File: config.mk
export PLATFORM = sky130hd
export DESIGN_NAME = ovs_accum
export DESIGN_NICKNAME = d
export VERILOG_FILES = /design/src/rtl/ovs_accum.sv
export SDC_FILE = /design/constraint.sdc
export NUM_CORES = 1
export LEC_CHECK = 0
export BUFFER_PORTS_ARGS = -buffer_cell sky130_fd_sc_hd__buf_2
export CORE_MARGIN = 1.5
export CORE_UTILIZATION = 50
export CTS_CLUSTER_SIZE = 24
export DETAILED_ROUTE_END_ITERATION = 10
export PLACE_DENSITY = 0.81
export RECOVER_POWER = 50
export SYNTH_ARGS = -nofsm -noshare
export SYNTH_HDL_FRONTEND = slang
export SYNTH_SLANG_ARGS = --single-unit
File: constraint.sdc
create_clock -name clk -period 2.94 [get_ports clk]
set_input_delay 0.147 -clock clk [delete_from_list [all_inputs] [get_ports clk]]
set_output_delay 0.147 -clock clk [all_outputs]
set_load 0.03 [all_outputs]
File: src/rtl/ovs_accum.sv
module ovs_accum #(
  parameter int SMP_W      = 12,
  parameter int RES_W      = 16,
  parameter int ACC_W      = 24,
  parameter int CODE_W     = 4,
  parameter int MAX_CODE   = 11,
  parameter int FULL_CODES = 4
) (
  input  logic              clk,
  input  logic              rst_n,
  input  logic [CODE_W-1:0] ratio_sel,
  input  logic              clear,
  input  logic              smp_valid,
  input  logic [SMP_W-1:0]  smp_data,
  output logic              res_valid,
  output logic [RES_W-1:0]  res_data
);
  localparam int CNT_W = MAX_CODE + 2;
  localparam int SHIFT_BASE = FULL_CODES - 1;
  localparam logic [ACC_W-1:0] SMP_MAX = ACC_W'((1 << SMP_W) - 1);

  logic [CODE_W-1:0] code_eff, ratio_q, shift;
  logic [CNT_W-1:0]  cnt, last;
  logic [ACC_W-1:0]  acc, sum_next;
  logic              discard;

  assign code_eff = (ratio_sel > CODE_W'(MAX_CODE)) ? CODE_W'(MAX_CODE) : ratio_sel;
  assign last     = (CNT_W'(2) << ratio_q) - CNT_W'(1);
  assign sum_next = acc + ACC_W'(smp_data);
  assign shift    = (ratio_q < CODE_W'(FULL_CODES)) ? '0 : ratio_q - CODE_W'(SHIFT_BASE);
  assign discard  = clear || (code_eff != ratio_q);

  always_ff @(posedge clk or negedge rst_n) begin
    if (!rst_n) begin
      ratio_q   <= '0;
      cnt       <= '0;
      acc       <= '0;
      res_valid <= 1'b0;
      res_data  <= '0;
    end else begin
      res_valid <= 1'b0;
      ratio_q   <= code_eff;
      if (discard) begin
        acc <= '0;
        cnt <= '0;
      end else if (smp_valid) begin
        if (cnt == last) begin
          res_data  <= RES_W'(sum_next >> shift);
          res_valid <= 1'b1;
          acc       <= '0;
          cnt       <= '0;
        end else begin
          acc <= sum_next;
          cnt <= cnt + CNT_W'(1);
        end
      end
    end
  end

  assert_single_pulse_R3: assert property (@(posedge clk) disable iff (!rst_n)
    res_valid |=> !res_valid);

  assert_result_needs_sample_R3: assert property (@(posedge clk) disable iff (!rst_n)
    res_valid |-> $past(smp_valid));

  assert_full_sum_width_R4: assert property (@(posedge clk) disable iff (!rst_n)
    (res_valid && ratio_q < CODE_W'(FULL_CODES)) |-> ((res_data >> (13 + ratio_q)) == '0));

  assert_no_overflow_R6: assert property (@(posedge clk) disable iff (!rst_n)
    acc <= ACC_W'(cnt) * SMP_MAX);

  assert_clear_empties_R7: assert property (@(posedge clk) disable iff (!rst_n)
    clear |=> (cnt == '0 && acc == '0 && !res_valid));

  assert_ratio_change_empties_R8: assert property (@(posedge clk) disable iff (!rst_n)
    (code_eff != ratio_q) |=> (cnt == '0 && !res_valid));
endmodule

Word-level counts from Yosys, hierarchy flattened

Index checks and enable logic that the tools add are counted.

Word-level logic and storage cells: 30
Input port bits: 20
Flip-flop bits (word level): 58

Mux-type cells: 11
Add/sub/neg operators: 4
Equality and inequality tests: 2
Reduce and logical (&&, ||, !) cells: 3
Shift operators: 2
Bitwise gates (word level): 1
Magnitude comparators: 2

Operator list:

| cell                                                                          | count |
|---|---|
| 24-bit 2-to-1 mux                                                             | 3 |
| 13-bit 2-to-1 mux                                                             | 3 |
| 24-bit by 12-bit adder with 24-bit output                                     | 1 |
| 24-bit by 4-bit >> shifter with 16-bit output                                 | 1 |
| 13-bit by 1-bit adder with 13-bit output (second input constant)              | 1 |
| 13-bit == test                                                                | 1 |
| 2-bit by 4-bit << shifter with 13-bit output (first input constant)           | 1 |
| 13-bit by 2-bit subtractor with 13-bit output (second input constant)         | 1 |
| 4-bit 2-to-1 mux                                                              | 2 |
| 4-bit greater-than comparator (second input constant)                         | 1 |
| 4-bit by 3-bit less-than comparator with 1-bit output (second input constant) | 1 |
| 4-bit inequality test                                                         | 1 |
| 4-bit by 2-bit subtractor with 4-bit output (second input constant)           | 1 |
| 1-bit 2-to-1 mux                                                              | 3 |
| 3-bit AND reduction                                                           | 1 |
| 2-bit nonzero test                                                            | 1 |
| 1-bit logical OR                                                              | 1 |
| 1-bit NOT                                                                     | 1 |

Logic depth before layout (Yosys ltp)

Gate-level depths: netlist of the first run.

Depth after elaboration: 6
Gate-level depth with buffers: 17

Worst setup path after synthesis of the first run

OpenSTA, ideal clock, no wires.

Path kind: reg-to-reg
From: register ratio_q[0]
To: register res_data[8]
Stages on the path, launching flop included: 18
Slack: -259 ps
Required time: 2,816 ps
Arrival: 3,074 ps
Clock period less this slack: 3,199 ps
Buffers on the path: 4
Cells stage by stage: dfrtp_1 inv_1 ha_1 buf_6 buf_4 nand2_1 ha_1 buf_2 nand2_1 mux2i_1 a221oi_1 xor2_1 o21bai_2 nor4_2 buf_4 nand2_2 nor3_1 nor3_1

Word-level cells in the longest chain between the ends: 4
Elaborated cells between the ends (all ways): 11

Ends and longest elaborated chain:

| element                                                                                      | RTL line | text |
|---|---|---|
| start, declared                                                                              | 22       | `logic [CODE_W-1:0] code_eff, ratio_q, shift;` |
| start signal, assigned                                                                       | 42       | `ratio_q <= code_eff;` |
| 2-bit by 4-bit << shifter with 13-bit output / 4-bit inequality test (equally long branches) | 28, 31   |  |
| 13-bit by 2-bit subtractor with 13-bit output / 1-bit logical OR (equally long branches)     | 28, 31   |  |
| 13-bit == test / 1-bit NOT (equally long branches)                                           | -        |  |
| 3-bit AND reduction (no line)                                                                | -        |  |
| end signal, assigned                                                                         | 48       | `res_data <= RES_W'(sum_next >> shift);` |
| end, declared                                                                                | 16       | `output logic [RES_W-1:0] res_data` |

Several ways; a longest one is shown, not always the timed one.
A chain may end at the register's enable or synchronous reset.

Worst setup path after layout of the first run

From: register ratio_q[1]
To: register res_data[12]

Same word-level chain as after synthesis.

==> key figures, run 1 <==
Outcome
  – Status: finished with violations
  – Failing checks: setup timing

Yosys
  – Cell Area, Synth: 5650 µm²
  – Synth Net Count: 760
  – Post-synthesis instance total: ~720
  – Most frequent cell after synthesis: nand2_1
  – Yosys warns: 0
  – Post-synthesis mux area share: 2.50%
  – Commonest cells in the netlist: 89 x nand2_1, 66 x nor2_1, 58 x dfrtp_1, 48 x o21ai_0, 40 x o21ai_1
  – Yosys top cell area share: 25.7%
  – Largest cells by area after synthesis: dfrtp_1 26%, nand2_1 5.9%, ha_1 4.4%
  – Seq/Total Area, Yosys: 25.7%
  – Synth cell types: 96
  – Post-synth EDFFs: 0
  – Synth Register Bits: 58
  – Mean Syn Cell Area: 7.85 µm²
  – Largest family of logic cells by synthesized area: compound AO/OA/AOI/OAI gates
  – Async S/R FF share, synth: 100%
  – Post-Synth Simple-Gate Area: about a quarter
  – Synth Area in XOR/XNOR: 5.12%
  – Compound-Gate Fraction of Synth Area: between 30% and 40%
  – Post-synth top flop: dfrtp_1
  – Adder-cell share of the synthesized area: roughly 4.8%
  – Largest area contributor in the netlist: dfrtp_1

Clock tree
  – TritonCTS buffer count: 9
  – Root Driver: clkbuf_16
  – Htree depth: 3
  – Clk slew on worst S/H paths: 0.05 ns
  – CTS tree: built
  – Max Buffers Root-to-Sink: 2
  – Clock Latency Late Sink: 0.34 ns
  – Sinks on Clock Net: between 50 and 60

Timing
  – Final min period: 3.24 ns
  – Setup WS post-layout: -0.303 ns
  – Slew Limit Fails: 0
  – Fmax: 0.308 GHz
  – Fin. Hold Viols: 0
  – Final-report setup violation count: 54
  – Tcrit/Tclk final: 110%
  – Rel. slew slack: approximately two fifths
  – Clock Skew: a little under 0.009 ns
  – RSZ-0062 raised after global routing: yes
  – Slew @ Worst Pin: 0.918 ns

Floorplanning
  – IO Count: 37
  – DIE HEIGHT: roughly 110 µm
  – Chip width: 109 µm
  – Starting density of the core: 51.6%
  – Site Rows: 38
  – Die area: ~12000 µm²
  – Core box area: 10900 µm²

Critical path
  – Worst Path Required: 3.20 ns
  – Critical path startpoint category: flop
  – R2R cell count: 13
  – Worst-path maximum fanout: 6
  – Setup crit end kind: flop
  – Arrival @ worst endpoint: 3.50 ns
  – CP Class: flop to flop

Routing
  – Initial drt markers: between 600 and 700
  – Vias: 6590
  – Detail Route Antenna Nets: 0
  – 1st-pass router iterations: 6
  – Routed WL: 21200 µm
  – Wire per inst: just over 20 µm
  – DRC viols: 0
  – Vias per inst: 6.45

Global routing
  – Aggregate global routing overflow: 0
  – Largest net degree at the start of global routing: 39
  – GRT Overall Usage: 33.5%
  – Initial antenna violation count: 0
  – Number of global-route vias before repair: approximately 6400
  – Wire length of the first global-routing pass: between 30000 and 40000 µm

Place
  – RePlAce Congestion: 0.970
  – Post-DP HPWL: 13600 µm
  – Port Buffers: 36
  – DP Cell Count: 967

Finish
  – ANT cells: 0
  – Finished Layout Cells: 1022
  – Final-stage net count: 918
  – Syn-to-layout area delta: 45.8%
  – Share of layout cells above drive strength 1: between 40% and 50%

Min path
  – Hold WC Path Type: primary input to flop
  – Worst Hold Path Cells: 2

Run
  – Max_cap viols: 0

Power and ir drop
  – Worst VDD drop: 333 µV
  – Power Density: approximately 330 nW/µm²
  – Leakage: 3.50 nW
  – Final Power: 2.68 mW
[cell type report]
class | count | area [µm²]
Multi-Input combinational cell | 593 | 4660
Fill cell | 747 | 2710
Inverter | 17 | 66.3
Clock buffer | 11 | 253
Sequential cell | 58 | 1450
Clock inverter | 5 | 52.6
Tap cell | 140 | 175
Timing Repair Buffer | 198 | 1570
[flip-flops by register name, indices dropped and copies added (netlist names)]
signal / count
res_data: 16
cnt: 13
res_valid: 1
acc: 24
ratio_q: 4
[final timing paths]
path                       slack, ns         start           end
setup / recovery               -0.30    ratio_q[1]  res_data[12]
hold / removal                  0.06  ratio_sel[0]    ratio_q[0]
setup reg to reg               -0.30    ratio_q[1]  res_data[12]
hold reg to reg                 0.49        acc[7]        acc[7]
max in group asynchronous       1.58         rst_n    ratio_q[0]
min in group asynchronous       0.49         rst_n        cnt[8]
[layer usage]
layer	wire length [µm]	up-vias	global-route usage (%)	share of wire, %
li1	-	2994	-	-
met1	7930	3132	37.2	37
met2	10600	353	58.1	50
met3	1420	111	7.47	6.7
met4	1250	0	20.5	5.9
met5	0	-	0	0
[cell families (layout without fill, tap and decap cells)]
logic type	after synthesis	in the layout
DFF	58	58
adders and majority gates	21	21
and+or+nand+nor	272	272
buffers and inverters	68	231
muxes	14	14
xor gates and xnor gates	33	33
AOI/OAI and AO/OA	253	253
[critical path: stages, from the launching register on]
cell	delay (ns)
dfrtp_2	0.45
ha_4	0.19
ha_4	0.17
o211ai_4	0.20
o41ai_4	0.12
or3_4	0.35
a2111oi_4	0.43
buf_4	0.20
o2111ai_4	0.11
nor4b_2	0.36
buf_4	0.26
buf_6	0.14
nor2_2	0.03
a31oi_1	0.15
[layout by cell type (no fill, tap or decap), types with 6 or more instances in the layout]
| cell type | synthesis | layout |
|---|---|---|
| clkbuf_1 | 17 | 10 |
| nor2_4 | 0 | 16 |
| a21oi_1 | 33 | 26 |
| xnor2_1 | 16 | 12 |
| o31ai_1 | 11 | 7 |
| nor3_2 | 2 | 6 |
| nand3_1 | 18 | 16 |
| nand4_1 | 10 | 10 |
| buf_2 | 21 | 26 |
| dfrtp_1 | 58 | 56 |
| o21a_1 | 9 | 9 |
| inv_1 | 16 | 13 |
| xor2_1 | 17 | 15 |
| nor3_1 | 14 | 9 |
| buf_12 | 0 | 8 |
| a211oi_1 | 11 | 6 |
| buf_6 | 2 | 16 |
| ha_1 | 20 | 10 |
| and3_1 | 13 | 12 |
| nand2b_1 | 11 | 11 |
| o211ai_1 | 10 | 10 |
| o21ai_1 | 40 | 40 |
| nor2b_1 | 11 | 7 |
| ha_4 | 0 | 7 |
| buf_4 | 8 | 134 |
| mux2i_1 | 13 | 9 |
| nor2_1 | 66 | 47 |
| o21ai_0 | 48 | 22 |
| a31oi_1 | 8 | 8 |
| clkbuf_16 | 0 | 10 |
| o21ai_2 | 1 | 26 |
| nand2_1 | 89 | 85 |
| a21oi_2 | 2 | 8 |
[per-stage QoR]
step | hold WS [ns] | utilization, % | setup TNS (ns) | setup slack [ns] | area (µm²)
finish | 0.0609 | 75.3 | -8.70 | -0.303 | 8230
global route | 0.0633 | 75.3 | -13.83 | -0.376 | 8230
CTS | 0.0454 | 68.4 | -1.00 | -0.111 | 7480
detailed placement | 0.315 | 62.0 | -9.12 | -0.340 | 6780
global placement | 0.302 | 62.0 | -5.77 | -0.248 | 6780
floorplan | -0.149 | - | -0.494 | -0.0765 | 5730
[repair_timing]
| action | CTS | global route |
|---|---|---|
| hold buffers | 2 | 0 |
| resized for setup | 60 | 152 |
| endpoints found under the hold margin | 38 | 0 |
| setup buffers | 15 | 19 |
| setup endpoints to repair | 54 | 54 |
| pin swaps | 24 | 58 |
| gates cloned | 3 | 1 |
[power breakdown]
group	switching (mW)	total, mW	internal (mW)
Clock	0.398	1.10	0.697
Sequential	0.00707	0.812	0.805
Combinational	0.448	0.768	0.320
No activity file was read; power rests on OpenSTA's default activity.
==> run 2, diff against run 1 <==
- ABC_CLOCK_PERIOD_IN_PS: default -> 3800
- CORE_UTILIZATION: 50 -> 55
- PLACE_DENSITY: 0.81 -> 0.84
- clock period: 2.94 -> 3.8 ns (I/O delays scaled with it)
==> key figures, run 2 (synthesized netlist as in run 1, its figures left out) <==
Routing
  – Wire per inst: 18.3 µm (-12%)
  – Initial drt markers: 526 (-23%)
  – Vias: 5770 (-12%)
  – Detail Route Antenna Nets: 0 (unchanged)
  – 1st-pass router iterations: 5 (-1)
  – Vias per inst: 6.62 (+2.7%)
  – Routed WL: 16000 µm (-25%)
  – DRC viols: 0 (unchanged)

Finish
  – Biggest register: acc
  – Highest-count cells in the layout ignoring fill and taps: 89 x nand2_1, 65 x nor2_1, 58 x dfrtp_1
  – Final-stage net count: 776 (-15%)
  – Number of flip-flops in the largest register: 24 (unchanged)
  – Finished Layout Cells: 871 (-15%)
  – Util after Layout: 61.8% (-13 points)
  – ANT cells: 0 (unchanged)
  – Syn-to-layout area delta: 8.04%
  – Register area: 1450 µm² (-0.17%)
  – Multi-input logic area: 3890 µm² (-16%)
  – Share of layout cells above drive strength 1: 14.2% (-27 points)
  – Biggest registers after layout: acc (24), res_data (16), cnt (13)
  – Commonest non-fill, non-tap cell in the layout: nand2_1
  – Fillers: 864 (+16%)

Clock tree
  – Hold buffers post-CTS: 0 (-2)
  – Max Buffers Root-to-Sink: 2 (unchanged)
  – Clock Latency Late Sink: 0.34 ns (about the same)
  – Sinks on Clock Net: 58 (unchanged)
  – Root Driver: clkbuf_8
  – Clk slew on worst S/H paths: 0.07 ns (+0.02 ns)
  – CTS tree: built
  – TritonCTS buffer count: 9 (unchanged)
  – Htree depth: 3 (unchanged)

Critical path
  – CP Class: flop to flop
  – Arrival @ worst endpoint: 3.74 ns (+0.24 ns)
  – Setup crit end kind: flop
  – Flop2flop setup slack: 0.28 ns (+0.58 ns)
  – Critical R2R Capture: res_data[10]
  – Reg2reg start: ratio_q[0]
  – Cell at the slowest stage of the critical path: a2111oi_4
  – Crit path cell chain: inv_1 > ha_1 > buf_4 > o211ai_2 > o41ai_1 > or3_1 > a2111oi_4 > nand3_1 > nor4_1 > nand2_1 > a2111oi_2 > nor3_2
  – R2R cell count: 12 (-1)
  – Worst Path Required: 4.02 ns (+0.82 ns)
  – Worst-path maximum fanout: 18 (+12)
  – CP bufs+invs: 2 (-1)
  – Delay of the slowest cell on the worst path: 0.49 ns (+0.04 ns)
  – Critical path startpoint category: flop
  – Delay-heaviest family, CP: compound AO/OA/AOI/OAI gates

Timing
  – Clock Skew: 0.0128 ns (+0.00395 ns)
  – Rel. slew slack: -123% (-160 points)
  – Fmax: 0.284 GHz (-8.0%)
  – Slew Limit Fails: 59 (+59)
  – Tcrit/Tclk final: 92.7% (-18 points)
  – RSZ-0062 raised after global routing: no
  – Final-report setup violation count: 0 (-100%)
  – Final min period: 3.52 ns (+0.281 ns)
  – Setup tns final: 0 ns (+8.70 ns)
  – Fin. Hold Viols: 0 (unchanged)
  – Slew @ Worst Pin: 3.34 ns (+2.42 ns)

Global routing
  – GRT Overall Usage: 29.9% (-3.6 points)
  – Aggregate global routing overflow: 0 (unchanged)
  – Wire length of the first global-routing pass: 26800 µm (-13%)
  – Largest net degree at the start of global routing: 59 (+51%)
  – Number of global-route vias before repair: 5623 (-12%)
  – Initial antenna violation count: 0 (unchanged)

Floorplanning
  – Site Rows: 36 (-5.3%)
  – Chip width: 104 µm (-4.5%)
  – IO Count: 37 (unchanged)
  – DIE HEIGHT: 104 µm (-4.5%)
  – Starting density of the core: 57.2% (+5.6 points)
  – Core box area: 9860 µm² (-9.8%)
  – Die area: 10900 µm² (-8.8%)

Power and ir drop
  – Leakage: 2.52 nW (-28%)
  – Worst VDD drop: 189 µV (-43%)
  – Power Density: 272 nW/µm² (-16%)
  – Final Power: 1.66 mW (-38%)

Place
  – DP Cell Count: 857 (-11%)
  – Post-DP HPWL: 11600 µm (-15%)
  – RePlAce Congestion: 0.944 (-2.7%)
  – Port Buffers: 36 (unchanged)

Min path
  – Worst min-delay path endpoint: ratio_q[3]
  – Min-delay src: ratio_sel[3]
  – Worst Hold Path Cells: 1 (-1)
  – Hold WC Path Type: primary input to flop

Run
  – Max_cap viols: 1 (+1)

Outcome
  – Failing checks: capacitance limit, slew limit
  – Status: finished with violations
## run 2: changes by cell type in the layout (fill, tap and decap cells not counted), sizes merged
| cell | delta |
|---|---|
| clkinvlp | -1 |
| clkinv | -2 |
| buf | -135 |
| dlygate4sd3 | -2 |
| bufinv | +1 |
| clkbuf | -5 |
## run 2: worst max-delay path by stage
| stage | start | to | slack (ns) | cells after the start |
|---|---|---|---|---|
| 2_1_floorplan | ratio_q[0] | res_data[8] | 0.60 | 17 |
| 3_3_place_gp | ratio_q[0] | res_data[10] | 0.30 | 11 |
| 3_5_place_dp | ratio_q[0] | res_data[10] | 0.21 | 11 |
| 4_1_cts | ratio_q[0] | res_data[10] | 0.17 | 11 |
| 5_1_grt | ratio_q[1] | res_data[10] | 0.003 | 12 |
| 6_report | ratio_q[0] | res_data[10] | 0.28 | 12 |
## run 2: through the flow
step	worst slack [ns]	area [µm²]	hold slack (ns)
floorplan	0.601	5650	-0.106
global placement	0.303	5890	0.350
global route	0.00276	6100	0.0535
finish	0.276	6100	0.0323
CTS	0.167	6100	0.00311
detailed placement	0.211	5890	0.354
## run 2: final cells by class
cell class / instances / share of cell area [%]
Tap cell: 133 / 2.73
Sequential cell: 58 / 23.8
Multi-Input combinational cell: 593 / 63.8
Clock inverter: 3 / 1.07
Clock buffer: 11 / 2.32
Timing Repair Buffer: 56 / 5.25
Inverter: 17 / 1.05
## run 2: power by group
group          internal, mW  leakage [nW]  switching, mW
Clock                 0.379         0.105          0.251
Sequential            0.622         0.795        0.00462
Combinational         0.142          1.62          0.262
Total                  1.14          2.52          0.518
## run 2: layer usage
layer  global-route usage [%]  vias to the layer above  wire (µm)  part of all wire (%)
met5                        0                        -          0                     0
met4                     14.2                        0        638                   4.0
met3                     4.89                       67       1040                   6.5
met2                     51.0                      258       7820                    49
met1                     36.6                     2757       6480                    41
li1                         -                     2688          -                     -
## run 2: repair_timing
action / in CTS / in global routing
setup buffers: 0 / 0
setup endpoints to repair: 0 / 5
resized for setup: 0 / 3
